[src/rtl/can_txbuf_status.sv]
module can_txbuf_status #(
  parameter int NBUF = 3,
  parameter int DW   = 8
) (
  input  logic            clk,
  input  logic            rst_n,
  input  logic            bus_sel,
  input  logic            bus_wr,
  input  logic [1:0]      bus_addr,
  input  logic [DW-1:0]   bus_wdata,
  output logic [DW-1:0]   bus_rdata,
  input  logic            init_req,
  input  logic            init_ack,
  input  logic            listen_mode,
  input  logic [NBUF-1:0] eng_sent,
  input  logic [NBUF-1:0] eng_aborted,
  output logic [NBUF-1:0] tx_sched,
  output logic [NBUF-1:0] abort_ack,
  output logic [NBUF-1:0] buf_locked,
  output logic            tx_irq
);
  localparam int PAD = DW - NBUF;

  logic [NBUF-1:0] empty_q, ie_q, areq_q, aack_q;
  logic [NBUF-1:0] empty_n, areq_n, aack_n;
  logic [NBUF-1:0] abort_done, set_ev, clr_ev, areq_wr;

  wire in_init = init_req & init_ack;
  wire wr_any  = bus_sel & bus_wr;
  wire wr_flag = wr_any & (bus_addr == 2'd0);
  wire wr_ie   = wr_any & (bus_addr == 2'd1);
  wire wr_areq = wr_any & (bus_addr == 2'd2);

  assign abort_done = eng_aborted & areq_q & ~empty_q;
  assign set_ev     = eng_sent | abort_done;
  assign clr_ev     = {NBUF{wr_flag & ~listen_mode & ~in_init}} & bus_wdata[NBUF-1:0] & ~set_ev;
  assign areq_wr    = {NBUF{wr_areq & ~in_init}} & bus_wdata[NBUF-1:0] & ~empty_q;

  always_comb begin
    if (in_init) begin
      empty_n = '1;
      areq_n  = '0;
      aack_n  = '0;
    end else begin
      empty_n = (empty_q | set_ev) & ~clr_ev;
      areq_n  = (areq_q | areq_wr) & ~(empty_n & ~empty_q);
      aack_n  = (aack_q & ~clr_ev) | abort_done;
    end
  end

  always_ff @(posedge clk or negedge rst_n) begin
    if (!rst_n) begin
      empty_q <= '1;
      ie_q    <= '0;
      areq_q  <= '0;
      aack_q  <= '0;
    end else begin
      empty_q <= empty_n;
      areq_q  <= areq_n;
      aack_q  <= aack_n;
      if (wr_ie) ie_q <= bus_wdata[NBUF-1:0];
    end
  end

  always_comb begin
    case (bus_addr)
      2'd0:    bus_rdata = {{PAD{1'b0}}, empty_q};
      2'd1:    bus_rdata = {{PAD{1'b0}}, ie_q};
      2'd2:    bus_rdata = {{PAD{1'b0}}, areq_q};
      default: bus_rdata = {{PAD{1'b0}}, aack_q};
    endcase
  end

  assign buf_locked = ~empty_q;
  assign tx_sched   = listen_mode ? '0 : ~empty_q;
  assign abort_ack  = aack_q;
  assign tx_irq     = |(empty_q & ie_q);
endmodule


[config.mk]
export PLATFORM = sky130hd
export DESIGN_NAME = can_txbuf_status
export DESIGN_NICKNAME = d
export VERILOG_FILES = /design/src/rtl/can_txbuf_status.sv
export SDC_FILE = /design/constraint.sdc
export NUM_CORES = 1
export LEC_CHECK = 0
export BUFFER_PORTS_ARGS = -buffer_cell sky130_fd_sc_hd__buf_4
export CAP_MARGIN = 20
export CORE_MARGIN = 2
export CORE_UTILIZATION = 37
export CTS_BUF_LIST = sky130_fd_sc_hd__clkbuf_8 sky130_fd_sc_hd__clkbuf_16
export DETAILED_ROUTE_END_ITERATION = 12
export PLACE_DENSITY = 0.68
export SLEW_MARGIN = 20
export SYNTH_ARGS = -nofsm -noshare
export SYNTH_HDL_FRONTEND = slang
export SYNTH_SLANG_ARGS = --single-unit
[constraint.sdc]
create_clock -name clk -period 1.4 [get_ports clk]
set_input_delay 0 -clock clk [delete_from_list [all_inputs] [get_ports clk]]
set_output_delay 0 -clock clk [all_outputs]
set_load 0.01 [all_outputs]
==> flow_metrics.env, run 1 <==
export IMPL_dp_hpwl_um=1360
export IMPL_leakagePower_nw=0.549
export IMPL_die_h_um=47.8
export IMPL_finalCritPeriodShare_pct=95.6
export IMPL_vias=665
export IMPL_cts_tree="built"
export IMPL_synth_top_cell_by_area="dfrtp_1"
export IMPL_stdcell_count=130
export IMPL_setup_violations=0
export IMPL_io_pins=41
export IMPL_path_clk_slew_ns=0.05
export IMPL_htreeDepth=1
export IMPL_reg2reg_to="empty_q[1]$_DFF_PN1_"
export IMPL_layout_drive_gt1_share_pct=41.0
export IMPL_ys_warn_count=0
export IMPL_maxSlewViolCount=0
export IMPL_antenna_found_initial=0
export IMPL_cts_hold_buf=5
export IMPL_cts_root_buf="clkbuf_8"
export IMPL_gp_congestion=0.805
export IMPL_final_hold_violation_count=0
export IMPL_min_period_ns=1.34
export IMPL_r2r_cells=2
export IMPL_core_area_um2=1760
export IMPL_clkSinkCount=12
export IMPL_clock_latency_ns=0.24
export IMPL_syn_area_per_cell_um2=10.6
export IMPL_grt_setup_unrepaired="false"
export IMPL_dpl_cell_count=121
export IMPL_seqCellArea_um2=304
export IMPL_status="finished clean"
export IMPL_end_kind="flop"
export IMPL_grt_max_degree=13
export IMPL_final_common_cell="buf_4"
export IMPL_finalNetCount=129
export IMPL_crit_path_start="empty_q[1]$_DFF_PN1_"
export IMPL_synth_area_leaders="dfrtp_1 (32%), dfstp_2 (11%), mux4_1 (11%)"
export IMPL_drc=0
export IMPL_p_comb_share_pct=19.2
export IMPL_grt_pass1_wl_um=2840
export IMPL_dieArea_um2=2290
export IMPL_synth_cell_area_um2=711
export IMPL_clkPwrFrac_pct=36.9
export IMPL_synth_top_area_share_pct=31.7
export IMPL_numCtsBuffers=3
export IMPL_whs_path_depth=2
export IMPL_switchingPower_uw=216
export IMPL_drt_total_wl_um=1790
export IMPL_r2r_start="empty_q[1]$_DFF_PN1_"
export IMPL_n_antenna_cell=0
export IMPL_yosysSeqAreaShare_pct=42.8
export IMPL_wl_per_cell_um=13.7
export IMPL_multiInputGateArea_um2=369
export IMPL_initial_core_util_pct=40.3
export IMPL_clock_skew_ns=0.000152
export IMPL_rows=15
export IMPL_area_growth_pct=46.3
export IMPL_drt_vias_per_instance=5.12
export IMPL_arrival_ns=1.50
export IMPL_dr_pass1_iters=5
export IMPL_critical_path_endpoint="empty_q[1]$_DFF_PN1_"
export IMPL_grtUsageTotal_pct=18.5
export IMPL_maxCapViolCount=0
export IMPL_post_cts_resized=0
export IMPL_portBuffers=30
export IMPL_syn_instance_count=67
export IMPL_power_density_nw_per_um2=842
export IMPL_die_w_um=47.8
export IMPL_cts_buffer_depth=2
export IMPL_r2r_setup_slack_ns=0.06
export IMPL_hold_class="in -> reg"
export IMPL_worstPathRequired_ns=1.56
export IMPL_cp_start_kind="flop"
export IMPL_grt_remaining_overflow=0
export IMPL_grt_pass1_vias=662
export IMPL_tns_ns=0
export IMPL_final_cell_mix="buf_4 (30), nor2_1 (9), dfrtp_1 (9), a31oi_1 (6)"
export IMPL_synth_cell_type_count=23
export IMPL_synth_seq_cells=12
export IMPL_fmax_mhz=747
export IMPL_drtAntennaViolNets=0
export IMPL_num_fill_cells=160
export IMPL_dr_first_iter_drc_count=11
export IMPL_intPower_uw=660
export IMPL_ir_worst_vdd_mv=0.682
export IMPL_crit_type="reg -> reg"
export IMPL_p_sw_share_pct=24.7
export IMPL_pwr_share_seq_pct=43.9
export IMPL_cp_max_fo=6
export IMPL_post_cts_buffers=0
cells by family after synthesis:
| family | synth area share (%) |
|---|---|
| compound gates | 15.0 |
| buf+inv | 7.39 |
| flops | 42.8 |
| mux | 15.8 |
| other cells | 0.528 |
| simple gates | 18.5 |
per-stage QoR:
| stage | utilization, % | total power [mW] | hold WS (ns) | setup slack, ns | instance area [um^2] |
|---|---|---|---|---|---|
| 2_1_floorplan | - | 0.464 | -0.296 | 0.137 | 726 |
| 3_3_place_gp | 53.5 | 0.545 | -0.151 | 0.103 | 945 |
| 3_5_place_dp | 53.5 | 0.546 | -0.151 | 0.0730 | 945 |
| 4_1_cts | 58.9 | 0.881 | 0.00669 | 0.0648 | 1040 |
| 5_1_grt | 58.9 | 0.924 | 0.0147 | 0.0275 | 1040 |
| 6_report | 58.9 | 0.876 | 0.00673 | 0.0618 | 1040 |
how the worst min path moves through the flow:
stage / slack, ns / end / start
floorplan: -0.30 / abort_ack[0]$_DFF_PN0_ / rst_n
global placement: -0.15 / ie_q[2]$_DFFE_PN0P_ / rst_n
detailed placement: -0.15 / ie_q[2]$_DFFE_PN0P_ / rst_n
CTS: 0.007 / ie_q[2]$_DFFE_PN0P_ / bus_wdata[2]
global route: 0.01 / ie_q[2]$_DFFE_PN0P_ / bus_wdata[2]
finish: 0.007 / ie_q[2]$_DFFE_PN0P_ / bus_wdata[2]
sequential cells by signal, indices dropped and copies added, names as in the netlist:
| signal | count |
|---|---|
| areq_q | 3 |
| empty_q | 3 |
| ie_q | 3 |
| abort_ack | 3 |
cells in the mapped netlist:
master	n
a21oi_1	3
a222oi_1	1
a31oi_1	6
and2_1	1
and2_2	1
and3_1	1
and3_2	1
and3b_1	3
and3b_2	1
and4b_2	1
buf_4	5
conb_1	1
dfrtp_1	9
dfstp_2	3
inv_1	4
mux2_2	3
mux4_1	3
nand2_1	2
nor2_1	9
o211ai_1	1
o21ai_0	5
o221a_1	1
or4_1	2
power groups by stage:
| stage | Sequential, mW | Combinational (mW) | Clock, mW |
|---|---|---|---|
| floorplan | 0.383 | 0.0814 | 0 |
| global placement | 0.389 | 0.155 | 0 |
| detailed placement | 0.389 | 0.157 | 0 |
| CTS | 0.384 | 0.169 | 0.328 |
| global route | 0.388 | 0.183 | 0.353 |
| finish | 0.385 | 0.168 | 0.323 |
final cells by class:
class / count / share of cell area, %
well taps: 25 / 3.01
clock inverters: 1 / 0.361
inverters: 4 / 1.44
flip-flops and latches: 12 / 29.2
repair buffers: 35 / 26.5
multi-input cells: 50 / 35.5
clock buffers: 3 / 3.97
worst max-delay path: stages, from the launching register on:
cell,delay (ns)
dfstp_2,0.57
and3b_1,0.21
or4_1,0.47
routing by layer:
metal | part of all wire (%) | global-route usage (%) | vias up
met5 | 0 | 0 | -
met4 | 0.90 | 5.41 | 0
met3 | 5.7 | 7.17 | 4
li1 | - | - | 323
met1 | 41 | 21.7 | 315
met2 | 52 | 31.2 | 23
(Power assumes the default switching activity.)
==> run 2: changes to the inputs <==
HOLD_SLACK_MARGIN = 0.1   (was unset)
SKIP_LAST_GASP = 1   (was unset)
==> run 2 against run 1 <==
  * Non-clock buffer count grew 3
  * First-iteration DRC count stayed put
  * Worst hold slack improved by 0.10 ns
  * Largest cell class unchanged
  * Power grew 1.0%
  * Register-to-register slack is essentially flat
  * Utilization rose by 1.7 points
==> flow_metrics.env, run 2 (synthesis gave the netlist of run 1 again) <==
export IMPL_status="finished clean"
export IMPL_dieArea_um2=2290
export IMPL_end_kind="flop"
export IMPL_switchingPower_uw=220
export IMPL_drc=0
export IMPL_vias=682
export IMPL_htreeDepth=1
export IMPL_post_cts_resized=0
export IMPL_grt_pass1_wl_um=2930
export IMPL_finalNetCount=132
export IMPL_highest_layer="met4"
export IMPL_p_sw_share_pct=24.8
export IMPL_clock_latency_ns=0.24
export IMPL_final_common_cell="buf_4"
export IMPL_post_cts_buffers=0
export IMPL_clkPwrFrac_pct=36.5
export IMPL_grt_pass1_vias=674
export IMPL_whs_ns=0.107
export IMPL_core_area_um2=1760
export IMPL_max_stage_delay_ns=0.57
export IMPL_setup_violations=0
export IMPL_initial_core_util_pct=40.3
export IMPL_wl_met2_um=971
export IMPL_worst_path_stages=2
export IMPL_portBuffers=30
export IMPL_final_cell_mix="buf_4 (30), nor2_1 (9), dfrtp_1 (9), dlygate4sd3_1 (8), a31oi_1 (6)"
export IMPL_cts_hold_buf=8
export IMPL_power_density_nw_per_um2=827
export IMPL_final_hold_violation_count=0
export IMPL_io_pins=41
export IMPL_path_cells="and3b_1 > or4_1"
export IMPL_crit_type="reg -> reg"
export IMPL_num_fill_cells=157
export IMPL_layout_drive_gt1_share_pct=39.8
export IMPL_intPower_uw=665
export IMPL_pwr_share_seq_pct=43.6
export IMPL_seqCellArea_um2=304
export IMPL_cp_slowest_cell="dfstp_2"
export IMPL_die_w_um=47.8
export IMPL_cts_root_buf="clkbuf_8"
export IMPL_path_clk_slew_ns=0.05
export IMPL_fin_util_pct=60.6
export IMPL_gp_congestion=0.805
export IMPL_fin_ws_ns=0.0609
export IMPL_maxSlewViolCount=0
export IMPL_multiInputGateArea_um2=369
export IMPL_p_comb_share_pct=19.9
export IMPL_drtAntennaViolNets=0
export IMPL_drt_met1_wl_um=760
export IMPL_dr_pass1_iters=5
export IMPL_r2r_cells=2
export IMPL_wl_met3_um=106
export IMPL_rows=15
export IMPL_die_h_um=47.8
export IMPL_finalCritPeriodShare_pct=95.6
export IMPL_cts_buffer_depth=2
export IMPL_drt_vias_per_instance=5.13
export IMPL_grt_max_degree=13
export IMPL_dp_hpwl_um=1360
export IMPL_area_growth_pct=50.5
export IMPL_numCtsBuffers=3
export IMPL_dp_slack_ns=0.0730
export IMPL_leakagePower_nw=0.561
export IMPL_worstPathRequired_ns=1.56
export IMPL_tns_ns=0
export IMPL_ir_worst_vdd_mv=0.682
export IMPL_grt_setup_unrepaired="false"
export IMPL_min_period_ns=1.34
export IMPL_whs_path_depth=3
export IMPL_stdcell_count=133
export IMPL_crit_buf_inv=0
export IMPL_n_antenna_cell=0
export IMPL_drt_total_wl_um=1850
export IMPL_dpl_cell_count=121
export IMPL_hold_class="in -> reg"
export IMPL_grtUsageTotal_pct=19.1
export IMPL_cp_start_kind="flop"
export IMPL_grt_remaining_overflow=0
export IMPL_fmax_mhz=747
export IMPL_arrival_ns=1.50
export IMPL_clock_skew_ns=0.000132
export IMPL_cp_max_fo=6
export IMPL_wl_per_cell_um=13.9
export IMPL_cts_tree="built"
export IMPL_antenna_found_initial=0
export IMPL_dr_first_iter_drc_count=11
export IMPL_clkSinkCount=12
export IMPL_path_delay_family="simple AND/OR/NAND/NOR gates"
export IMPL_maxCapViolCount=0
==> run 2: changes by cell type in the layout (fill, tap and decap cells not counted) <==
cell | before | now
dlygate4sd3_1 | 5 | 8
==> run 2: tightest hold or removal path, cell delays in order <==
cell	delay [ns]
buf_4	0.08
and2_1	0.13
or4_1	0.11
==> run 2: area by class of cell <==
class | instances | share of cell area [%]
Clock buffer | 3 | 3.86
Multi-Input combinational cell | 50 | 34.5
Sequential cell | 12 | 28.4
Inverter | 4 | 1.40
Tap cell | 25 | 2.92
Clock inverter | 1 | 0.351
Timing Repair Buffer | 38 | 28.5
==> run 2: metrics by stage <==
stage	total power, mW	area, um^2
after floorplan	0.464	726
after global placement	0.545	945
after detailed placement	0.546	945
after CTS	0.887	1070
after global routing	0.932	1070
final	0.885	1070
==> run 2: power by group through the flow <==
stage / Sequential (mW) / Combinational, mW / Clock [mW]
after floorplan: 0.383 / 0.0814 / 0
after detailed placement: 0.389 / 0.157 / 0
after CTS: 0.384 / 0.176 / 0.328
after global placement: 0.389 / 0.155 / 0
final: 0.386 / 0.176 / 0.323
after global routing: 0.388 / 0.191 / 0.353
==> run 2: path summary, 6_finish.rpt <==
| kind | startpoint | endpoint | slack [ns] |
|---|---|---|---|
| worst max-delay path | empty_q[1]$_DFF_PN1_ | empty_q[1]$_DFF_PN1_ | 0.06 |
| worst min-delay path | init_req | empty_q[0]$_DFF_PN1_ | 0.11 |
| worst max register to register | empty_q[1]$_DFF_PN1_ | empty_q[1]$_DFF_PN1_ | 0.06 |
| worst min register to register | ie_q[0]$_DFFE_PN0P_ | ie_q[0]$_DFFE_PN0P_ | 0.56 |
| max in group asynchronous | rst_n | empty_q[0]$_DFF_PN1_ | 1.03 |
| min in group asynchronous | rst_n | ie_q[2]$_DFFE_PN0P_ | 0.13 |
==> run 2: metal layers <==
metal	vias up	GRT usage, %
met5	-	0
met4	0	5.41
met3	4	7.17
met2	25	32.8
met1	325	22.2
li1	328	-
==> run 3: changes to the inputs <==
--- a/config.mk
+++ b/config.mk
@@ -7,5 +7,5 @@
 export LEC_CHECK = 0
 export BUFFER_PORTS_ARGS = -buffer_cell sky130_fd_sc_hd__buf_4
-export CAP_MARGIN = 20
+export CAP_MARGIN = 10
 export CORE_MARGIN = 2
 export CORE_UTILIZATION = 37
==> constraint.sdc (replaced) <==
create_clock -name clk -period 1.4 [get_ports clk]
set_input_delay 0.28 -clock clk [delete_from_list [all_inputs] [get_ports clk]]
set_output_delay 0.28 -clock clk [all_outputs]
set_load 0.01 [all_outputs]
==> run 3 against run 2 <==
  * The flow now finishes with violations (negative setup slack)
  * Clock power decreased by 5%
  * Sequential power about the same
  * Critical endpoint is now bus_rdata[1]
  * Cell area increased by 0.35%
  * First-iteration DRC count increased by 120%
==> flow_metrics.env, run 3 (synthesis gave the netlist of run 1 again) <==
export IMPL_layout_drive_gt1_share_pct=50.5
export IMPL_hold_class="in -> reg"
export IMPL_clock_skew_ns=0.000254
export IMPL_cts_tree="built"
export IMPL_io_pins=41
export IMPL_rows=15
export IMPL_grtUsageTotal_pct=18.9
export IMPL_dieArea_um2=2290
export IMPL_min_period_ns=1.52
export IMPL_crit_type="reg -> out"
export IMPL_fin_util_pct=60.9
export IMPL_n_antenna_cell=0
export IMPL_wl_per_cell_um=14.2
export IMPL_worstPathRequired_ns=1.12
export IMPL_cp_max_fo=2
export IMPL_leakagePower_nw=0.561
export IMPL_finalNetCount=133
export IMPL_core_area_um2=1760
export IMPL_final_hold_violation_count=0
export IMPL_drt_vias_per_instance=5.32
export IMPL_cts_buffer_depth=2
export IMPL_final_common_cell="buf_4"
export IMPL_fmax_mhz=657
export IMPL_maxCapViolCount=0
export IMPL_arrival_ns=1.24
export IMPL_fin_ws_ns=-0.122
export IMPL_finalInstanceArea_um2=1070
export IMPL_cts_root_buf="clkbuf_8"
export IMPL_die_h_um=47.8
export IMPL_portBuffers=30
export IMPL_maxSlewViolCount=0
export IMPL_ir_worst_vdd_mv=0.846
export IMPL_grt_remaining_overflow=0
export IMPL_area_growth_pct=51.1
export IMPL_clkSinkCount=12
export IMPL_grt_setup_unrepaired="true"
export IMPL_status="finished with violations"
export IMPL_reg2reg_to="empty_q[0]$_DFF_PN1_"
export IMPL_initial_core_util_pct=40.3
export IMPL_power_density_nw_per_um2=819
export IMPL_antenna_found_initial=0
export IMPL_grt_pass1_wl_um=2860
export IMPL_drtAntennaViolNets=0
export IMPL_end_kind="primary output"
export IMPL_worstHoldStart="eng_sent[0]"
export IMPL_path_clk_slew_ns=0.05
export IMPL_vias=713
export IMPL_finalCritPeriodShare_pct=109
export IMPL_clock_latency_ns=0.24
export IMPL_drt_total_wl_um=1900
export IMPL_r2r_setup_slack_ns=0.07
export IMPL_crit_path_start="abort_ack[1]$_DFF_PN0_"
export IMPL_total_power_uw=879
export IMPL_die_w_um=47.8
export IMPL_cp_start_kind="flop"
export IMPL_dr_pass1_iters=4
export IMPL_grt_max_degree=13
export IMPL_grt_pass1_vias=672
export IMPL_dp_hpwl_um=1420
export IMPL_r2r_cells=2
export IMPL_postPlaceCellArea_um2=960
export IMPL_numCtsBuffers=3
export IMPL_setup_violations=5
export IMPL_final_cell_mix="buf_4 (32), nor2_1 (9), dfrtp_1 (9), a31oi_1 (6), buf_6 (6)"
export IMPL_critical_path_endpoint="bus_rdata[1]"
export IMPL_dr_first_iter_drc_count=24
export IMPL_gp_congestion=0.825
export IMPL_htreeDepth=1
export IMPL_violations="negative setup slack"
export IMPL_drc=0
export IMPL_r2r_start="empty_q[0]$_DFF_PN1_"
[run 3: changes by cell type in the layout (fill, tap and decap cells not counted)]
cell           before  now
dlygate4sd3_1       8    1
buf_6               0    6
mux4_1              3    0
mux4_2              0    3
buf_4              30   32
inv_1               5    4
inv_4               0    1
[run 3: power by group]
part           switching [mW]  internal (mW)  leakage (nW)
registers              0.0164          0.369         0.151
logic                  0.0773          0.110         0.382
clock network           0.114          0.192        0.0269
total                   0.208          0.671         0.561
[run 3: what timing repair did]
| item | CTS | global route |
|---|---|---|
| endpoints found under the hold margin | 12 | 0 |
| resized for setup | 7 | 4 |
| setup buffers | 5 | 1 |
| setup endpoints to repair | 4 | 5 |
| hold buffers | 1 | 0 |
| pin swaps | 1 | 1 |
[run 3: worst min-delay path by stage]
| stage | end | cells after the start |
|---|---|---|
| global placement | ie_q[2]$_DFFE_PN0P_ | 1 |
| finish | empty_q[0]$_DFF_PN1_ | 2 |
| CTS | abort_ack[0]$_DFF_PN0_ | 2 |
| floorplan | abort_ack[0]$_DFF_PN0_ | 0 |
| global route | abort_ack[1]$_DFF_PN0_ | 2 |
| detailed placement | ie_q[2]$_DFFE_PN0P_ | 1 |
[run 3: metal layers]
metal / vias up / routed length (um) / global-route usage (%)
li1: 323 / - / -
met1: 352 / 738 / 21.2
met2: 34 / 1030 / 32.3
met3: 4 / 111 / 7.55
met4: 0 / 23 / 7.03
met5: - / 0 / 0
[run 3: critical path: stages, from the launching register on]
cell and delay [ns]:
dfrtp_1 0.38, mux4_2 0.49, buf_6 0.14
[run 3: cell type report]
cell class                      count  area [um^2]
Multi-Input combinational cell     50          358
Clock inverter                      1         3.75
Sequential cell                    12          304
Inverter                            4         17.5
Timing Repair Buffer               39          318
Clock buffer                        3         41.3
Tap cell                           25         31.3
Fill cell                         160          691
[run 3: through the flow]
step | std cells | setup TNS, ns | hold slack [ns] | setup WS [ns]
CTS | 133 | -0.461 | 0.263 | -0.124
floorplan | 71 | 0 | -0.0156 | 0.137
global route | 134 | -0.713 | 0.253 | -0.184
finish | 134 | -0.464 | 0.263 | -0.122
detailed placement | 123 | -0.00790 | 0.123 | -0.00790
global placement | 123 | -0.0000571 | 0.124 | -0.0000571
